===== config.mk =====
export PLATFORM = sky130hd
export DESIGN_NAME = tdb_builder
export DESIGN_NICKNAME = d
export VERILOG_FILES = /design/src/rtl/tdb_pkg.sv /design/src/rtl/tdb_req_hold.sv /design/src/rtl/tdb_seq.sv /design/src/rtl/tdb_word_mux.sv /design/src/rtl/tdb_builder.sv
export SDC_FILE = /design/constraint.sdc
export NUM_CORES = 1
export LEC_CHECK = 0
export BUFFER_PORTS_ARGS = -buffer_cell sky130_fd_sc_hd__buf_2
export CORE_ASPECT_RATIO = 0.75
export CORE_MARGIN = 2
export CORE_UTILIZATION = 40
export CTS_CLUSTER_SIZE = 14
export DETAILED_ROUTE_END_ITERATION = 10
export MAX_ROUTING_LAYER = met4
export RECOVER_POWER = 50
export SYNTH_ARGS = -nofsm -noshare
export SYNTH_HDL_FRONTEND = slang
export SYNTH_HIERARCHICAL = 1
export SYNTH_SLANG_ARGS = --single-unit

===== constraint.sdc =====
create_clock -name clk -period 1.95 [get_ports clk]
set_input_delay 0.2925 -clock clk [delete_from_list [all_inputs] [get_ports clk]]
set_output_delay 0.2925 -clock clk [all_outputs]
set_load 0.005 [all_outputs]

===== src/rtl/tdb_pkg.sv =====
package tdb_pkg;

    localparam int TDB_WORDS   = 8;
    localparam int TDB_IDX_W   = $clog2(TDB_WORDS);

    localparam logic [31:0] HDR_CMD_TYPE   = 32'h1000_0000;
    localparam logic [31:0] HDR_IRQ_DONE   = 32'h0100_0000;
    localparam logic [31:0] HDR_DIR_H2D    = 32'h0200_0000;
    localparam logic [31:0] HDR_DIR_D2H    = 32'h0400_0000;
    localparam logic [31:0] STAT_INVALID   = 32'h0000_000F;

    typedef enum logic [1:0] {
        XDIR_NONE = 2'd0,
        XDIR_H2D  = 2'd1,
        XDIR_D2H  = 2'd2,
        XDIR_RSVD = 2'd3
    } xfer_dir_e;

    typedef struct packed {
        xfer_dir_e    dir;
        logic [31:0]  len;
        logic [63:0]  base;
        logic         cnt_ovr;
        logic [15:0]  cnt;
    } tdb_req_t;

    function automatic logic [31:0] dir_bits(input xfer_dir_e d);
        case (d)
            XDIR_H2D: return HDR_DIR_H2D;
            XDIR_D2H: return HDR_DIR_D2H;
            default:  return 32'h0;
        endcase
    endfunction

    function automatic logic [15:0] bytes_to_dw(input int unsigned nbytes);
        return 16'(nbytes >> 2);
    endfunction

    function automatic logic [15:0] sg_count(input tdb_req_t r);
        if (r.cnt_ovr)
            return r.cnt;
        return (r.len != 32'd0) ? 16'd1 : 16'd0;
    endfunction

endpackage


===== src/rtl/tdb_req_hold.sv =====
module tdb_req_hold
    import tdb_pkg::*;
(
    input  logic     clk,
    input  logic     rst,
    input  logic     load,
    input  tdb_req_t req_in,
    output tdb_req_t req_q
);
    always_ff @(posedge clk) begin
        if (rst)
            req_q <= '0;
        else if (load)
            req_q <= req_in;
    end
endmodule


===== src/rtl/tdb_seq.sv =====
module tdb_seq #(
    parameter int WORDS = 8,
    localparam int IDX_W = $clog2(WORDS)
) (
    input  logic             clk,
    input  logic             rst,
    input  logic             start,
    input  logic             out_ready,
    output logic             busy,
    output logic [IDX_W-1:0] idx,
    output logic             last,
    output logic             fire
);
    localparam logic [IDX_W-1:0] LAST_IDX = IDX_W'(WORDS - 1);

    assign last = busy && (idx == LAST_IDX);
    assign fire = busy && out_ready;

    always_ff @(posedge clk) begin
        if (rst) begin
            busy <= 1'b0;
            idx  <= '0;
        end else if (!busy) begin
            if (start) begin
                busy <= 1'b1;
                idx  <= '0;
            end
        end else if (fire) begin
            if (idx == LAST_IDX) begin
                busy <= 1'b0;
                idx  <= '0;
            end else begin
                idx <= idx + 1'b1;
            end
        end
    end
endmodule


===== src/rtl/tdb_word_mux.sv =====
module tdb_word_mux
    import tdb_pkg::*;
#(
    parameter int UNIT_BYTES = 512
) (
    input  tdb_req_t               req,
    input  logic [TDB_IDX_W-1:0]   idx,
    output logic [31:0]            word
);
    localparam logic [15:0] RSP_OFF_DW = bytes_to_dw(UNIT_BYTES);
    localparam logic [15:0] RSP_LEN_DW = bytes_to_dw(UNIT_BYTES);
    localparam logic [15:0] SG_OFF_DW  = bytes_to_dw(2 * UNIT_BYTES);

    always_comb begin
        case (idx)
            3'd0:    word = HDR_CMD_TYPE | HDR_IRQ_DONE | dir_bits(req.dir);
            3'd2:    word = STAT_INVALID;
            3'd4:    word = req.base[31:0];
            3'd5:    word = req.base[63:32];
            3'd6:    word = {RSP_OFF_DW, RSP_LEN_DW};
            3'd7:    word = {SG_OFF_DW, sg_count(req)};
            default: word = 32'h0;
        endcase
    end
endmodule


===== src/rtl/tdb_builder.sv =====
module tdb_builder
    import tdb_pkg::*;
#(
    parameter int UNIT_BYTES = 512
) (
    input  logic        clk,
    input  logic        rst,
    input  logic        req_valid,
    output logic        req_ready,
    input  logic [1:0]  req_dir,
    input  logic [31:0] req_len,
    input  logic [63:0] req_base,
    input  logic        req_cnt_ovr,
    input  logic [15:0] req_cnt,
    output logic        out_valid,
    input  logic        out_ready,
    output logic [31:0] out_data,
    output logic        out_last
);
    tdb_req_t               req_in;
    tdb_req_t               req_q;
    logic                   busy;
    logic                   take;
    logic                   fire;
    logic [TDB_IDX_W-1:0]   idx;

    assign req_in = '{dir: xfer_dir_e'(req_dir), len: req_len, base: req_base,
                      cnt_ovr: req_cnt_ovr, cnt: req_cnt};
    assign req_ready = !busy;
    assign take      = req_valid && !busy;
    assign out_valid = busy;

    tdb_req_hold u_hold (
        .clk    (clk),
        .rst    (rst),
        .load   (take),
        .req_in (req_in),
        .req_q  (req_q)
    );

    tdb_seq #(.WORDS(TDB_WORDS)) u_seq (
        .clk       (clk),
        .rst       (rst),
        .start     (take),
        .out_ready (out_ready),
        .busy      (busy),
        .idx       (idx),
        .last      (out_last),
        .fire      (fire)
    );

    tdb_word_mux #(.UNIT_BYTES(UNIT_BYTES)) u_mux (
        .req  (req_q),
        .idx  (idx),
        .word (out_data)
    );
endmodule


======== Yosys cells after proc, flatten, opt, wreduce, memory -nomap -nowiden ========
Index checks and enable logic that the tools add are counted.
cells by class
  reduce and logical (&&, ||, !) cells .... 8
  add/sub/neg operators ................... 1
  multiplexer cells ....................... 15
  equality and inequality tests ........... 8
operator list
  kind                                                 count
  one-hot mux 32 bit (6 select lines)                  1
  one-hot mux 27 bit (2 select lines)                  1
  2-to-1 mux 16 bit                                    2
  nonzero test 32 bit                                  1
  equality test 3 bit, second input constant           4
  2-to-1 mux 3 bit                                     4
  2-to-1 mux 1 bit                                     7
  adder 3 x 1 -> 3 bit, second input constant          1
  equality test 3 x 2 -> 1 bit, second input constant  1
  logical AND 1 bit                                    3
  logical NOT 3 bit                                    1
  equality test 2 x 1 -> 1 bit, second input constant  1
  equality test 2 bit, second input constant           1
  inequality test 2 bit, second input constant         1
  AND reduction 2 bit                                  1
  nonzero test 2 bit                                   1
  logical NOT 1 bit                                    1
word-level totals
  input bits .............................. 119
  output and inout bits ................... 35
  bits in registers ....................... 119

======== Logic depth before layout (Yosys ltp) ========
  depth in word-level cells ............... 4
  mapped depth ............................ 6
  gate-level depth less buffers ........... 4

======== Hierarchy ========
Netlist, hierarchy kept.
by module, submodules not included
  module        instances  area an instance (µm²)  sequential area each (µm²)  cells an instance
  tdb_req_hold  1          4103.9                  2302.2                      371
  tdb_word_mux  1          676.9                   0.0                         95
  tdb_seq       1          216.5                   80.1                        20
  tdb_builder   1          10.0                    0.0                         2

======== Least setup slack after synthesis ========
OpenSTA, ideal clock, no wires.
  path kind ............................... reg2out
  start point ............................. reg u_seq.idx[0]
  end point ............................... out out_data[25]
  stages on the path, launching flop included .. 6
  setup slack ............................. 447 ps
  arrival ................................. 1210 ps
  path buffers ............................ 2
  required time ........................... 1657 ps
  path through ............................ dfxtp_1 -> buf_4 -> buf_2 -> mux2_2 -> a21oi_1 -> nor2_1
between the ends
  cells in the longest elaborated chain, start to end .. 2
  elaborated cells between the ends (all ways) .. 7
ends and longest elaborated chain
  element                                            line                text
  from (decl)                                        tdb_seq.sv:10       output logic [IDX_W-1:0] idx,
  from (signal assigned)                             tdb_seq.sv:33       idx <= idx + 1'b1;
  equality test 3 bit, or another cell as far along  n/a
  one-hot mux 32 bit (6 select lines) (*)            tdb_word_mux.sv:15  case (idx)
  to (decl)                                          tdb_builder.sv:17   output logic [31:0] out_data,
Every way passes the cells marked *; elsewhere a longest branch is shown, timed or not.

======== Worst setup path after layout ========
  start point ............................. reg u_seq.idx[0]
  end point ............................... out out_data[3]
Same word-level chain as after synthesis.

==> impl_metrics.env <==
export IMPL_track_usage_pct=19.5
export IMPL_ctsLongestPathBuffers=2
export IMPL_instances_no_fill=833
export IMPL_grt_pass1_wl_um=19800
export IMPL_slew_viol_final=0
export IMPL_slew_headroom_pct=60.1
export IMPL_io_pins=154
export IMPL_final_cell_mix="buf_2 (152), nor2_1 (121), mux2i_1 (115)"
export IMPL_synth_cells=488
export IMPL_critPathMaxFanout=6
export IMPL_grt_max_degree=48
export IMPL_finalCriticalPeriod_ps=2090
export IMPL_ff2ff_setup_slack_ps=130
export IMPL_layout_commonest_cell="buf_2"
export IMPL_holdBufCountCts=0
export IMPL_initial_core_util_pct=40.8
export IMPL_die_h_um=101
export IMPL_num_rows=35
export IMPL_hold_start="req_len[5]"
export IMPL_grt_pass1_vias=4093
export IMPL_ctsRootBufferMaster="clkbuf_16"
export IMPL_cts_sinks=119
export IMPL_hold_viol=0
export IMPL_vias_per_cell=4.87
export IMPL_skew_ps=5.31
export IMPL_cts_tree="built"
export IMPL_p_per_area_mw_per_mm2=972
export IMPL_ys_warnings_count=6
export IMPL_hold_depth=3
export IMPL_n_antenna_cell=0
export IMPL_status="finished, violations left"
export IMPL_area_delta_synth_final_pct=34.6
export IMPL_dr_total_vias=4055
export IMPL_setup_violations=18
export IMPL_endpoint_kind="primary output"
export IMPL_whs_endpoint="u_hold/req_q[86]$_SDFFE_PP0P_"
export IMPL_rr_worst_depth=4
export IMPL_cap_violations=0
export IMPL_drc=0
export IMPL_clkTransAtPathRegs_ps=60
export IMPL_leakage_nw=3.18
export IMPL_clk_latency_ps=420
export IMPL_syn_cell_area_mm2=0.00501
export IMPL_worstPathArrival_ps=1790
export IMPL_r2r_end="u_hold/req_q[59]$_SDFFE_PP0P_"
export IMPL_drive_gt1_share_pct=36.0
export IMPL_drt_iter0_drc=292
export IMPL_reg2reg_from="u_seq/busy$_SDFF_PP0_"
export IMPL_antenna_found_initial=0
export IMPL_critPathKind="reg2out"
export IMPL_cp_required_ps=1660
export IMPL_syn_avg_cell_area_um2=10.3
export IMPL_start_kind="flop"
export IMPL_violations="negative setup slack"
export IMPL_synth_top_area_cell="dfxtp_1"
export IMPL_drtPass1Iterations=5
export IMPL_io_buffers=153
export IMPL_fin_nets=775
export IMPL_ys_types=44
export IMPL_timing_final_crit_share_pct=107
export IMPL_placed_cells=791
export IMPL_yosys_register_bits=119
export IMPL_preCtsSetupSlack_ps=146
export IMPL_ant_nets=0
export IMPL_place_congestion=0.788
export IMPL_synth_area_leaders="dfxtp_1 (48%), mux2i_1 (23%), nor2_1 (9.1%), a222oi_1 (2.2%), a22o_1 (2.1%)"
export IMPL_core_area_mm2=0.0123
export IMPL_cts_buffers=17
export IMPL_ys_seq_area_share_pct=47.6
export IMPL_finalWirelength_um=12700
export IMPL_fp_dieArea_mm2=0.0134
export IMPL_die_x_um=133
export IMPL_irDropWorstVdd_mv=0.558
export IMPL_yosysTopAreaCellShare_pct=47.6
export IMPL_rsz0062_at_grt="yes"
export IMPL_finalWorstSetupSlack_ps=-136
export IMPL_syn_nets=609
export IMPL_routedWlPerCell_um=15.2
export IMPL_worst_pin_slew_ps=596
export IMPL_grt_overflow=0
export IMPL_dp_hpwl_um=8620
export IMPL_hold_class="in2reg"
export IMPL_n_fill_cell=1112
export IMPL_htreeDepth=4
export IMPL_max_freq_ghz=0.479
==> cells in the mapped netlist (all sizes together) <==
master,n
nor2,123
dfxtp,119
mux2i,115
buf,27
inv,14
a22o,12
a222oi,11
clkbuf,8
mux2,7
nor4,7
o21ai,5
a21oi,4
and2,4
nor2b,4
a221o,3
nand2b,3
ha,2
nand2,2
nand4,2
nand4b,2
nor4b,2
a211oi,1
a31oi,1
and2b,1
nand3,1
nand4bb,1
nor3,1
nor3b,1
o211ai,1
o21bai,1
o22ai,1
o31ai,1
or3,1
==> critical path, stage by stage, from the launching register on <==
cell and delay, ps:
dfxtp_4 370, buf_12 120, buf_4 140, mux2_2 330, a221o_1 280, buf_2 140
==> final cells by class <==
class                           instances  area, um^2  share of cell area [%]
Sequential cell                       119        2390                    35.5
Inverter                               14        52.6                   0.780
Clock inverter                         10         118                    1.75
Multi-Input combinational cell        321        2410                    35.7
Timing Repair Buffer                  181        1070                    15.8
Clock buffer                           22         494                    7.33
Tap cell                              166         208                    3.08
==> flip-flops by register name (all words and copies together) (netlist names) <==
name          count
u_hold/req_q    115
u_seq/idx         3
u_seq/busy        1
==> where the power goes <==
| group | total (mW) | internal, mW | leakage [nW] | switching [mW] |
|---|---|---|---|---|
| sequential | 2.69 | 2.59 | 0.981 | 0.0947 |
| clock | 3.18 | 2.05 | 0.291 | 1.13 |
| combinational | 0.683 | 0.358 | 1.91 | 0.325 |
| total | 6.55 | 5.00 | 3.18 | 1.55 |
==> how the worst max path moves through the flow <==
stage               depth (start not counted)  slack (ps)                      start            to
global placement                            5         160  u_seq/idx[2]$_SDFFE_PP0P_  out_data[19]
detailed placement                          5         150  u_seq/idx[2]$_SDFFE_PP0P_  out_data[27]
finish                                      5        -140  u_seq/idx[0]$_SDFFE_PP0P_   out_data[3]
CTS                                         7         -90  u_seq/idx[0]$_SDFFE_PP0P_   out_data[8]
floorplan                                   5         450  u_seq/idx[0]$_SDFFE_PP0P_  out_data[25]
global route                                5        -190  u_seq/idx[0]$_SDFFE_PP0P_   out_data[3]
==> cell families (layout without fill, tap and decap cells) <==
group,count (synthesis),in the layout,synth area share [%]
mux,122,122,24.6
simple gates,155,156,13.9
compound gates,41,41,6.80
flops,119,119,47.6
buf+inv,49,227,6.60
fa+ha+maj,2,2,0.500
==> stage by stage <==
stage          util (%)  setup TNS, ps  power (mW)  hold WS [ps]  area, um^2
2_1_floorplan         -              0        3.17           365        5010
3_3_place_gp       48.5              0        3.38           468        5940
3_5_place_dp       48.5              0        3.40           480        5940
4_1_cts            54.7           -882        6.62           103        6700
5_1_grt            55.0          -2730        6.81           113        6740
6_report           55.0          -1140        6.55           112        6740
==> layer usage <==
| layer | global-route usage [%] | up-vias | wire length (um) |
|---|---|---|---|
| li1 | - | 2039 | - |
| met3 | 4.63 | 11 | 541 |
| met5 | - | - | 0 |
| met4 | 7.28 | 0 | 182 |
| met2 | 29.9 | 102 | 5720 |
| met1 | 25.3 | 1903 | 6240 |
==> repair_timing <==
item / 4_1_cts / 5_1_grt
pin swaps: 17 / 9
buffers inserted: 2 / 6
cloned: 2 / 1
resized for setup: 24 / 15
setup endpoints to repair: 30 / 25
Note: power is estimated with default switching activity, not from simulation.
